==> config.mk <==
export PLATFORM = sky130hd
export DESIGN_NAME = dbg_host_bit
export DESIGN_NICKNAME = d
export VERILOG_FILES = /design/src/rtl/dbg_host_pkg.sv /design/src/rtl/dbg_bit_timer.sv /design/src/rtl/dbg_line_shaper.sv /design/src/rtl/dbg_bit_sampler.sv /design/src/rtl/dbg_host_bit.sv
export SDC_FILE = /design/constraint.sdc
export NUM_CORES = 1
export LEC_CHECK = 0
export BUFFER_PORTS_ARGS = -buffer_cell sky130_fd_sc_hd__buf_2
export CAP_MARGIN = 20
export CORE_AREA = 2 2 39 41
export CTS_CLUSTER_DIAMETER = 100
export DETAILED_ROUTE_END_ITERATION = 6
export DIE_AREA = 0 0 41 43
export GPL_ROUTABILITY_DRIVEN = 0
export GPL_TIMING_DRIVEN = 1
export PLACE_DENSITY = 0.71
export SLEW_MARGIN = 20
export SYNTH_ARGS = -nofsm -noshare
export SYNTH_HDL_FRONTEND = slang
export SYNTH_HIERARCHICAL = 1
export SYNTH_SLANG_ARGS = --single-unit
==> constraint.sdc <==
create_clock -name clk -period 1.98 [get_ports clk]
set_input_delay 0.198 -clock clk [delete_from_list [all_inputs] [get_ports clk]]
set_output_delay 0.198 -clock clk [all_outputs]
set_load 0.1 [all_outputs]
==> src/rtl/dbg_host_pkg.sv <==
package dbg_host_pkg;

    typedef enum logic [1:0] {
        KIND_RX  = 2'd0,
        KIND_TX0 = 2'd1,
        KIND_TX1 = 2'd2
    } bit_kind_e;

    typedef struct packed {
        logic oe;
        logic val;
    } line_drive_t;

    localparam int unsigned DEF_BIT_LEN   = 16;
    localparam int unsigned DEF_LOW_ONE   = 4;
    localparam int unsigned DEF_LOW_ZERO  = 13;
    localparam int unsigned DEF_LOW_RX    = 2;
    localparam int unsigned DEF_SAMPLE_AT = 10;

    function automatic bit_kind_e kind_of(input logic rx, input logic txb);
        if (rx)
            return KIND_RX;
        else if (txb)
            return KIND_TX1;
        else
            return KIND_TX0;
    endfunction

endpackage

==> src/rtl/dbg_bit_timer.sv <==
module dbg_bit_timer
    import dbg_host_pkg::*;
#(
    parameter int unsigned BIT_LEN = DEF_BIT_LEN,
    parameter int unsigned CW      = $clog2(BIT_LEN)
) (
    input  logic          clk,
    input  logic          rst,
    input  logic          start_i,
    input  logic          rx_i,
    input  logic          txb_i,
    output logic          active_o,
    output logic [CW-1:0] cnt_o,
    output bit_kind_e     kind_o,
    output logic          accept_o,
    output logic          last_o
);

    localparam logic [CW-1:0] LAST = CW'(BIT_LEN - 1);

    logic          active_q;
    logic [CW-1:0] cnt_q;
    bit_kind_e     kind_q;

    assign last_o   = active_q && (cnt_q == LAST);
    assign accept_o = start_i && (!active_q || last_o);

    always_ff @(posedge clk) begin
        if (rst) begin
            active_q <= 1'b0;
            cnt_q    <= '0;
            kind_q   <= KIND_RX;
        end else if (accept_o) begin
            active_q <= 1'b1;
            cnt_q    <= '0;
            kind_q   <= kind_of(rx_i, txb_i);
        end else if (active_q) begin
            if (last_o) begin
                active_q <= 1'b0;
                cnt_q    <= '0;
            end else begin
                cnt_q <= cnt_q + 1'b1;
            end
        end
    end

    assign active_o = active_q;
    assign cnt_o    = cnt_q;
    assign kind_o   = kind_q;

    // kind cannot change in mid-bit
    a_r10_kind_held: assert property (@(posedge clk) disable iff (rst)
        (active_q && !last_o) |=> (kind_q == $past(kind_q)));

    // a mid-bit start does not restart the count
    a_r8_count_advances: assert property (@(posedge clk) disable iff (rst)
        (active_q && !last_o) |=> (active_q && cnt_q == $past(cnt_q) + 1'b1));


    a_r7_single_done: assert property (@(posedge clk) disable iff (rst)
        last_o |=> !last_o);

endmodule

==> src/rtl/dbg_line_shaper.sv <==
module dbg_line_shaper
    import dbg_host_pkg::*;
#(
    parameter int unsigned CW       = 4,
    parameter int unsigned LOW_ONE  = DEF_LOW_ONE,
    parameter int unsigned LOW_ZERO = DEF_LOW_ZERO,
    parameter int unsigned LOW_RX   = DEF_LOW_RX
) (
    input  logic          active_i,
    input  logic [CW-1:0] cnt_i,
    input  bit_kind_e     kind_i,
    output line_drive_t   drive_o
);

    localparam logic [CW-1:0] L1 = CW'(LOW_ONE);
    localparam logic [CW-1:0] L0 = CW'(LOW_ZERO);
    localparam logic [CW-1:0] LR = CW'(LOW_RX);

    logic [CW-1:0] low_len;
    logic          is_tx;

    always_comb begin
        unique case (kind_i)
            KIND_TX1: low_len = L1;
            KIND_TX0: low_len = L0;
            default:  low_len = LR;
        endcase
        is_tx       = (kind_i != KIND_RX);
        drive_o.val = active_i && is_tx && (cnt_i == low_len);
        drive_o.oe  = active_i && ((cnt_i < low_len) || (is_tx && cnt_i == low_len));
    end

endmodule

==> src/rtl/dbg_bit_sampler.sv <==
module dbg_bit_sampler #(
    parameter int unsigned CW        = 4,
    parameter int unsigned SAMPLE_AT = 10
) (
    input  logic          clk,
    input  logic          rst,
    input  logic          active_i,
    input  logic [CW-1:0] cnt_i,
    input  logic          line_i,
    output logic          bit_o
);

    localparam logic [CW-1:0] SAT = CW'(SAMPLE_AT);

    logic take;
    logic bit_q;

    assign take = active_i && (cnt_i == SAT);

    always_ff @(posedge clk) begin
        if (rst)
            bit_q <= 1'b0;
        else if (take)
            bit_q <= line_i;
    end

    assign bit_o = bit_q;

    // the sample changes only at the sample point
    a_r6_hold_between: assert property (@(posedge clk) disable iff (rst)
        !take |=> (bit_q == $past(bit_q)));

endmodule

==> src/rtl/dbg_host_bit.sv <==
module dbg_host_bit
    import dbg_host_pkg::*;
#(
    parameter int unsigned BIT_LEN   = DEF_BIT_LEN,
    parameter int unsigned LOW_ONE   = DEF_LOW_ONE,
    parameter int unsigned LOW_ZERO  = DEF_LOW_ZERO,
    parameter int unsigned LOW_RX    = DEF_LOW_RX,
    parameter int unsigned SAMPLE_AT = DEF_SAMPLE_AT
) (
    input  logic clk,
    input  logic rst,
    input  logic start_i,
    input  logic rx_mode_i,
    input  logic tx_bit_i,
    input  logic line_i,
    output logic line_oe_o,
    output logic line_drv_o,
    output logic done_o,
    output logic rx_bit_o
);

    localparam int unsigned CW = $clog2(BIT_LEN);

    logic          active;
    logic [CW-1:0] cnt;
    bit_kind_e     kind;
    logic          accept;
    logic          last;
    line_drive_t   drive;

    dbg_bit_timer #(.BIT_LEN(BIT_LEN), .CW(CW)) u_timer (
        .clk      (clk),
        .rst      (rst),
        .start_i  (start_i),
        .rx_i     (rx_mode_i),
        .txb_i    (tx_bit_i),
        .active_o (active),
        .cnt_o    (cnt),
        .kind_o   (kind),
        .accept_o (accept),
        .last_o   (last)
    );

    dbg_line_shaper #(
        .CW(CW), .LOW_ONE(LOW_ONE), .LOW_ZERO(LOW_ZERO), .LOW_RX(LOW_RX)
    ) u_shaper (
        .active_i (active),
        .cnt_i    (cnt),
        .kind_i   (kind),
        .drive_o  (drive)
    );

    dbg_bit_sampler #(.CW(CW), .SAMPLE_AT(SAMPLE_AT)) u_sampler (
        .clk      (clk),
        .rst      (rst),
        .active_i (active),
        .cnt_i    (cnt),
        .line_i   (line_i),
        .bit_o    (rx_bit_o)
    );

    assign line_oe_o  = drive.oe;
    assign line_drv_o = drive.val;
    assign done_o     = last;

    // every bit opens with a driven low level
    a_r2_opens_low: assert property (@(posedge clk) disable iff (rst)
        accept |=> (line_oe_o && !line_drv_o));

    // a high level is only ever driven, never floated
    a_r2_drv_needs_oe: assert property (@(posedge clk) disable iff (rst)
        line_drv_o |-> line_oe_o);

    // the speedup drive lasts a single cycle
    a_r3_one_cycle_high: assert property (@(posedge clk) disable iff (rst)
        line_drv_o |=> !line_drv_o);

    // receive bits never drive high
    a_r5_rx_no_high: assert property (@(posedge clk) disable iff (rst)
        (active && kind == KIND_RX) |-> !line_drv_o);

endmodule

# After elaboration in Yosys (flattened, before gate mapping)
# Index checks and enable logic that the tools add are counted.
[word_totals]
reg_bits = 8
output_inout_bits = 4
input_bits = 6
word_cells = 30
[classes]
addsub = 1
n_eq_ne = 5
reduce_logical = 12
mux = 7
magnitude_cmp = 1
[op_table]
columns = ["cell", "count"]
rows = [
  ["4-bit equality test, second input constant", 2],
  ["4-bit one-hot mux with 2 select lines", 1],
  ["1-bit logical AND", 7],
  ["4-bit by 1-bit adder with 4-bit output, second input constant", 1],
  ["4-bit equality test", 1],
  ["4-bit less-than comparator", 1],
  ["2-bit 2-to-1 mux", 2],
  ["4-bit 2-to-1 mux", 1],
  ["1-bit 2-to-1 mux", 3],
  ["2-bit by 1-bit equality test with 1-bit output, second input constant", 1],
  ["2-bit equality test, second input constant", 1],
  ["1-bit logical OR", 2],
  ["2-bit nonzero test", 1],
  ["2-bit OR reduction", 1],
  ["1-bit logical NOT", 1],
]

# Logic depth before layout (Yosys ltp)
# Gate-level depths: netlist of the first run.
[logic_depth]
ltp_word = 6
mapped_depth = 7

# Cells and area by module
# Netlist of the first run, hierarchy kept.
[by_module_without_submodules]
columns = ["mod", "n_inst", "seq_area_each_um2", "cells_each", "area_each_um2"]
rows = [
  ["dbg_bit_timer", 1, 140.1, 41, 360.3],
  ["dbg_line_shaper", 1, 0.0, 18, 143.9],
  ["dbg_bit_sampler", 1, 20.0, 6, 75.1],
]

# Worst setup path after synthesis of the first run
# No wires, ideal clock.
[synth_timing]
path_kind = "reg2out"
from = "register u_timer.kind_q[0] (netlist: u_timer/kind_o[0])"
to = "output port line_oe_o"
t_required_ps = 1782
path_slack_ps = -1345
n_path_buf = 0
arrival_time_ps = 3127
stages_incl_launch_ff = 8
cell_sequence = "dfxtp_1 -> inv_1 -> ha_1 -> inv_1 -> ha_1 -> nand4_1 -> nor3b_2 -> a41o_1"
[synth_between]
elab_chain_cells = 6
[synth_lines]
columns = ["item", "line", "text"]
rows = [
  ["start: declaration", "dbg_bit_timer.sv:23", "bit_kind_e kind_q;"],
  ["start signal: assignment", "dbg_bit_timer.sv:36", "kind_q <= kind_of(rx_i, txb_i);"],
  ["branches (longest 4 deep; another with 4-bit less-than comparator)", "--", ""],
  ["1-bit logical OR *", "dbg_line_shaper.sv:30", "drive_o.oe = active_i && ((cnt_i < low_len) || (is_tx && cnt_i == low_len));"],
  ["1-bit logical AND *", "dbg_line_shaper.sv:30", ""],
  ["end: declaration", "dbg_host_bit.sv:16", "output logic line_oe_o,"],
]
# Mark *: on every way between the ends.

# Worst setup path after layout of the first run
[layout_timing]
from = "register u_timer.kind_q[0] (netlist: u_timer/kind_o[0])"
to = "output port line_drv_o"
[layout_between]
elab_chain_cells = 4
[layout_lines]
columns = ["item", "line", "text"]
rows = [
  ["2-bit by 1-bit equality test with 1-bit output / 2-bit equality test (equally long branches)", "dbg_line_shaper.sv:23", "unique case (kind_i)"],
  ["4-bit one-hot mux with 2 select lines", "dbg_line_shaper.sv:23", ""],
  ["4-bit equality test", "dbg_line_shaper.sv:29", "drive_o.val = active_i && is_tx && (cnt_i == low_len);"],
  ["1-bit logical AND *", "dbg_line_shaper.sv:29", ""],
  ["end: declaration", "dbg_host_bit.sv:17", "output logic line_drv_o,"],
]
# Every way passes the cells marked *; elsewhere a longest branch is shown, timed or not.

==> results of run 1 <==
[worst min-delay path, stage by stage]
cell and delay (ns):
buf_2 0.09, inv_1 0.05, o41ai_2 0.07
[worst max-delay path by stage]
stage,to,depth (start not counted),start
after detailed placement,line_oe_o,8,u_timer/kind_o[1]
after floorplan,line_oe_o,7,u_timer/kind_o[0]
final,line_drv_o,8,u_timer/kind_o[0]
after CTS,line_drv_o,8,u_timer/kind_o[0]
after global routing,line_drv_o,8,u_timer/kind_o[1]
after global placement,line_oe_o,7,u_timer/kind_o[1]
[registers in the layout (all words and copies together), names as in the netlist]
| signal | count |
|---|---|
| u_timer/cnt_o | 4 |
| u_timer/kind_o | 2 |
| u_sampler/bit_o | 1 |
| u_timer/active_o | 1 |
[report_power, final]
| part | leakage (nW) | switching (mW) | internal, mW | total [mW] |
|---|---|---|---|---|
| Combinational | 0.266 | 0.0503 | 0.0403 | 0.0906 |
| Clock | 0.0138 | 0.0557 | 0.0694 | 0.125 |
| Sequential | 0.0661 | 0.00859 | 0.167 | 0.175 |
| Total | 0.346 | 0.115 | 0.276 | 0.391 |
[cells in the mapped netlist (2+ instances only)]
library cell  instances
a21oi_1               4
nor2_1                4
dfxtp_1               8
nor2b_1               2
nand4_1               2
inv_1                 9
nand3_1               5
ha_1                  7
nand2_1               2
[cells in the final DEF, fill, tap and decap left out]
cell type  synthesis  layout
o41ai_1            1       1
nor4_2             1       1
nand2b_1           1       1
nor3_1             1       1
nor2b_1            2       2
ha_1               7       3
and4_2             1       1
a41o_4             0       1
nand3_1            5       5
nor2_1             4       4
a211o_1            1       1
o41ai_2            1       1
mux2i_1            1       1
nand4_1            2       2
nand4b_4           1       1
buf_12             0       2
o21ai_1            1       1
o211ai_1           1       1
buf_2              1       6
nand2_1            2       2
inv_4              0       1
dfxtp_2            0       2
ha_4               0       4
a21oi_1            4       4
a41oi_1            1       1
clkbuf_4           0       4
a21oi_2            1       1
dfxtp_1            8       6
o2111ai_1          1       1
nor3b_4            0       1
inv_2              0       2
and3_1             1       1
buf_4              0       6
xor2_1             1       1
inv_1              9       6
nor3b_1            1       1
[metal layers]
| layer | global-route usage | up-vias | share of wire |
|---|---|---|---|
| li1 | - | 273 | - |
| met1 | 0.2378 | 239 | 0.47 |
| met2 | 0.2375 | 8 | 0.49 |
| met3 | 0.03141 | 4 | 0.021 |
| met4 | 0.1200 | 0 | 0.023 |
| met5 | 0 | - | 0 |
[cell type report]
class                           instances  area, um2  share of cell area
Tap cell                               16      20.02             0.02512
Inverter                                9      36.28             0.04553
Sequential cell                         8      162.7              0.2041
Timing Repair Buffer                   15      122.6              0.1538
Multi-Input combinational cell         45      432.9              0.5432
Clock buffer                            3      22.52             0.02826
[through the flow]
| step | cells | setup slack (ns) | total power, mW | utilization | area (um2) |
|---|---|---|---|---|---|
| 2_1_floorplan | 65 | -0.5556 | 0.2373 | - | 624.3 |
| 3_3_place_gp | 91 | 0.1309 | 0.2623 | 0.5271 | 729.5 |
| 3_5_place_dp | 91 | 0.08803 | 0.2630 | 0.5271 | 729.5 |
| 4_1_cts | 96 | -0.1265 | 0.3938 | 0.5633 | 779.5 |
| 5_1_grt | 96 | -0.2233 | 0.4100 | 0.5759 | 797.0 |
| 6_report | 96 | -0.1606 | 0.3908 | 0.5759 | 797.0 |
[kinds of logic (layout without fill, tap and decap cells)]
| group | count (synthesis) | count (layout) | synth area share |
|---|---|---|---|
| DFF | 8 | 8 | 0.2765 |
| muxes | 1 | 1 | 0.01728 |
| AOI/OAI and AO/OA | 13 | 13 | 0.1771 |
| xor gates and xnor gates | 1 | 1 | 0.01512 |
| and+or+nand+nor | 23 | 23 | 0.2700 |
| buffers and inverters | 12 | 27 | 0.09285 |
| adders and majority gates | 7 | 7 | 0.1512 |
[repair_timing]
action                                  4_1_cts  5_1_grt
endpoints found under the setup margin        2        3
gates resized for setup                       1        3
setup buffers                                 2        0
endpoints found under the hold margin         0        0
pin swaps                                     4        3
==> results.yml, run 1 <==
outcome:
  outcome: "finished, violations left"
  violations: "negative setup slack"
cts:
  cts_max_level: 1
  cts_tree: "done"
  cts_buffer_depth: 2
  postCtsHoldBufs: 0
  clk_pin_slew_ns: 0.05
  cts.sinks: 8
  clkLatencyLatePin_ns: 0.26
  numCtsBuffers: 3
  root_buffer: "clkbuf_4"
place:
  port_buffers: 9
  hpwl_um: 865.3
finish:
  drive_gt1_frac: 0.4250
  nNetsFinal: 95
  fillers: 130
  num_antenna_cells: 0
  area_delta_synth_final_pct: 37.58
global_route:
  antenna_found_initial: 0
  grtUsageTotal: 0.1744
  first_global_vias: 489
  grt_pass1_wl_um: 2049
  grt_max_degree: 11
  grt-ovfl-total: 0
flow_run:
  drv_cap: 0
floorplanning:
  die_h_um: 43
  num_rows: 14
  fp.dieW_um: 41
  start_util: 0.4186
  die_area_um2: 1763
  io_pins: 10
  coreArea_um2: 1384
yosys:
  synth-seq-cells: 8
  yosys_warnings: 6
  synth_top_cell_by_area: "dfxtp_1"
  syn_nets: 78
  avgSynthCellArea_um2: 8.912
  yosysTopAreaCellShare: 0.2765
  synth_cell_type_count: 31
  synth_cells: 65
  synth_edf_count: 0
  yosysSeqAreaShare: 0.2765
  ys.flop_type: "dfxtp_1"
  ys_async_sr_fraction: 0
  synth.cell_area_um2: 579.3
  ys_top_cells_by_area: "dfxtp_1, ha_1, inv_1"
setup_path:
  critPathTopFamily: "adder cells"
  cp_common_cell: "ha_4"
  rrSetupSlack_ns: 0.43
  slowest_delay_ns: 0.34
  path_cells: "inv_2, ha_4, inv_4, ha_4, nand4_1, nor3b_4, buf_4, buf_12"
  startpoint_type: "flop"
  crit_arrival_ns: 1.94
  end_kind: "output port"
  slowest_stage: "dfxtp_2"
  critPathKind: "flop to output port"
  cp_num_buf_inv: 4
  r2r_end: "u_timer/kind_o[0]"
  reg2reg_depth: 4
  required_ns: 1.78
  r2r-start: "u_timer/cnt_o[0]"
  cp_max_fo: 3
route:
  via_per_inst: 5.458
  vias: 524
  drc: 0
  ant_nets: 0
  dr.pass1.iters: 4
  avgRoutedWirePerCell_um: 12.29
  dr.first_iter.drc_count: 12
  finalWirelength_um: 1180
hold_path:
  hold_path_end: "u_sampler/bit_o"
  hold_depth: 3
  holdCritPathClass: "input port to flop"
  hold_start: "line_i"
timing:
  fin_crit_sh: 1.081
  timing.final.hold_violations: 0
  tightest_slew_ns: 0.4824
  fmax_mhz: 467.2
  period_needed_ns: 2.141
  rsz0062_at_grt: "yes"
  fin_ws_ns: -0.1606
  fin_tns_setup_ns: -0.3058
  finClkSkew_ns: 0.001648
  slew_headroom: 0.6806
  finalMaxSlewViolations: 0
  whs_ns: 0.2055
  setup_viol: 2
power_and_ir_drop:
  p_leak_nw: 0.3460
  power.density_nw_per_um2: 490.4
  vdd_drop_max_mv: 0.3046
(Power assumes the default switching activity.)
==> run 2: changes to the inputs <==
--- a/config.mk
+++ b/config.mk
@@ -5,15 +5,15 @@
 export SDC_FILE = /design/constraint.sdc
 export NUM_CORES = 1
 export LEC_CHECK = 0
-export BUFFER_PORTS_ARGS = -buffer_cell sky130_fd_sc_hd__buf_2
 export CAP_MARGIN = 20
 export CORE_AREA = 2 2 39 41
 export CTS_CLUSTER_DIAMETER = 100
 export DETAILED_ROUTE_END_ITERATION = 6
 export DIE_AREA = 0 0 41 43
+export DONT_BUFFER_PORTS = 1
 export GPL_ROUTABILITY_DRIVEN = 0
 export GPL_TIMING_DRIVEN = 1
-export PLACE_DENSITY = 0.71
+export PLACE_DENSITY = 0.65
 export SLEW_MARGIN = 20
 export SYNTH_ARGS = -nofsm -noshare
 export SYNTH_HDL_FRONTEND = slang
==> constraint.sdc (replaced) <==
create_clock -name clk -period 2.3 [get_ports clk]
set_input_delay 0.23 -clock clk [delete_from_list [all_inputs] [get_ports clk]]
set_output_delay 0.23 -clock clk [all_outputs]
set_load 0.1 [all_outputs]
==> results.yml, run 2 (same netlist as run 1, synthesis figures left out) <==
finish:
  final_core_util: 0.4982
  num_antenna_cells: 0
  drive_gt1_frac: 0.3043
  register_area_um2: 162.7
  fillers: 131
  nNetsFinal: 84
  area_delta_synth_final_pct: 19.01
  largest_reg_flops: 4
  multi_input_area_um2: 407.9
  fin_area_um2: 689.4
  fin_cells: 85
  final_cell_mix: "inv_1, dfxtp_1, ha_1, nand3_1"
setup_path:
  end_kind: "output port"
  slowest_stage: "dfxtp_2"
  critPathKind: "flop to output port"
  slowest_delay_ns: 0.35
  r2r_end: "u_timer/kind_o[0]"
  rrSetupSlack_ns: 0.74
  crit_arrival_ns: 1.90
  reg2reg_depth: 4
  r2r-start: "u_timer/cnt_o[0]"
  required_ns: 2.07
  path_cells: "inv_2, ha_4, inv_2, ha_4, nand4_1, nor3b_4, buf_4"
  startpoint_type: "flop"
  cp_num_buf_inv: 3
  cp_max_fo: 3
  critPathTopFamily: "adder cells"
  crit_start: "u_timer/kind_o[0]"
hold_path:
  hold_path_end: "u_timer/kind_o[0]"
  hold_start: "rst"
  holdCritPathClass: "input port to flop"
  hold_depth: 1
timing:
  tightest_slew_ns: 0.5207
  fin_ws_ns: 0.1675
  finClkSkew_ns: 0.003014
  timing.final.hold_violations: 0
  whs_ns: 0.02535
  period_needed_ns: 2.133
  setup_viol: 0
  slew_headroom: 0.6549
  rsz0062_at_grt: "no"
  fin_crit_sh: 0.9272
  fmax_mhz: 468.9
  finalMaxSlewViolations: 0
  fin_tns_setup_ns: 0
global_route:
  grt_max_degree: 13
  grt_use_met3: 0.03665
  first_global_vias: 433
  grt_pass1_wl_um: 1738
  grt-ovfl-total: 0
  grt_most_used_layer: "met2"
  grtUsageTotal: 0.1489
  use_met2: 0.2063
  use_met1: 0.1845
  antenna_found_initial: 0
route:
  vias: 493
  ant_nets: 0
  dr.pass1.iters: 4
  via_per_inst: 5.800
  dr.first_iter.drc_count: 19
  avgRoutedWirePerCell_um: 13.21
  drc: 0
  finalWirelength_um: 1123
power_and_ir_drop:
  switching_power_uw: 92.25
  p_leak_nw: 0.2924
  p_int_uw: 231.4
  vdd_drop_max_mv: 0.3232
  switching_share: 0.2851
  clkPwrFrac: 0.338
  p_seq_frac: 0.460
  power_uw: 323.6
  power_frac_comb: 0.202
  power.density_nw_per_um2: 469.4
outcome:
  outcome: "completed"
floorplanning:
  coreArea_um2: 1384
  fp.dieW_um: 41
  die_area_um2: 1763
  io_pins: 10
  die_h_um: 43
  start_util: 0.4186
  num_rows: 14
cts:
  cts_setup_buffers: 0
  clkLatencyLatePin_ns: 0.25
  root_buffer: "clkbuf_4"
  postCtsHoldBufs: 0
  cts_resized: 0
  cts_max_level: 1
  clk_pin_slew_ns: 0.05
  cts_buffer_depth: 2
  cts.sinks: 8
  numCtsBuffers: 3
  cts_tree: "done"
place:
  place_inst: 82
  dp_worst_setup_slack_ns: 0.4295
  port_buffers: 0
  placed_cell_area_um2: 666.9
  hpwl_um: 811.4
flow_run:
  drv_cap: 0
## run 2: cell count changes in the layout (fill, tap and decap cells not counted)
cell / before / now
inv_2: 2 / 3
clkbuf_4: 4 / 3
inv_4: 1 / 0
ha_1: 3 / 5
buf_12: 2 / 1
buf_4: 6 / 3
ha_4: 4 / 2
buf_2: 6 / 0
## run 2: worst max-delay path by stage
stage | endpoint | slack [ns] | cells past startpoint
finish | line_drv_o | 0.17 | 7
global route | line_oe_o | 0.05 | 7
CTS | line_drv_o | 0.14 | 7
detailed placement | line_oe_o | 0.43 | 7
global placement | line_oe_o | 0.42 | 7
floorplan | line_oe_o | -0.27 | 7
## run 2: metal layers
metal,vias up,share of wire
met5,-,0
met4,0,0.0071
met3,2,0.038
met2,11,0.44
met1,232,0.51
li1,248,-
## run 2: power groups by stage
stage	clock (mW)	sequential [mW]	combinational, mW
after global routing	0.120	0.149	0.0705
after CTS	0.115	0.149	0.0658
after detailed placement	0	0.152	0.0654
after global placement	0	0.152	0.0643
final	0.110	0.149	0.0653
after floorplan	0	0.152	0.0522
## run 2: worst register-to-register path, stage by stage, from the launching register on
cell and delay, ns:
dfxtp_1 0.49, ha_1 0.33, nand4_1 0.22, a211o_1 0.33
a21oi_2 0.12
## run 2: layout make-up
class                      instances  area share
timing repair buffer               4     0.06171
tap                               16     0.02904
inverter                           9     0.04900
sequential                         8      0.2359
clock buffer                       3     0.03267
multi-input combinational         45      0.5917
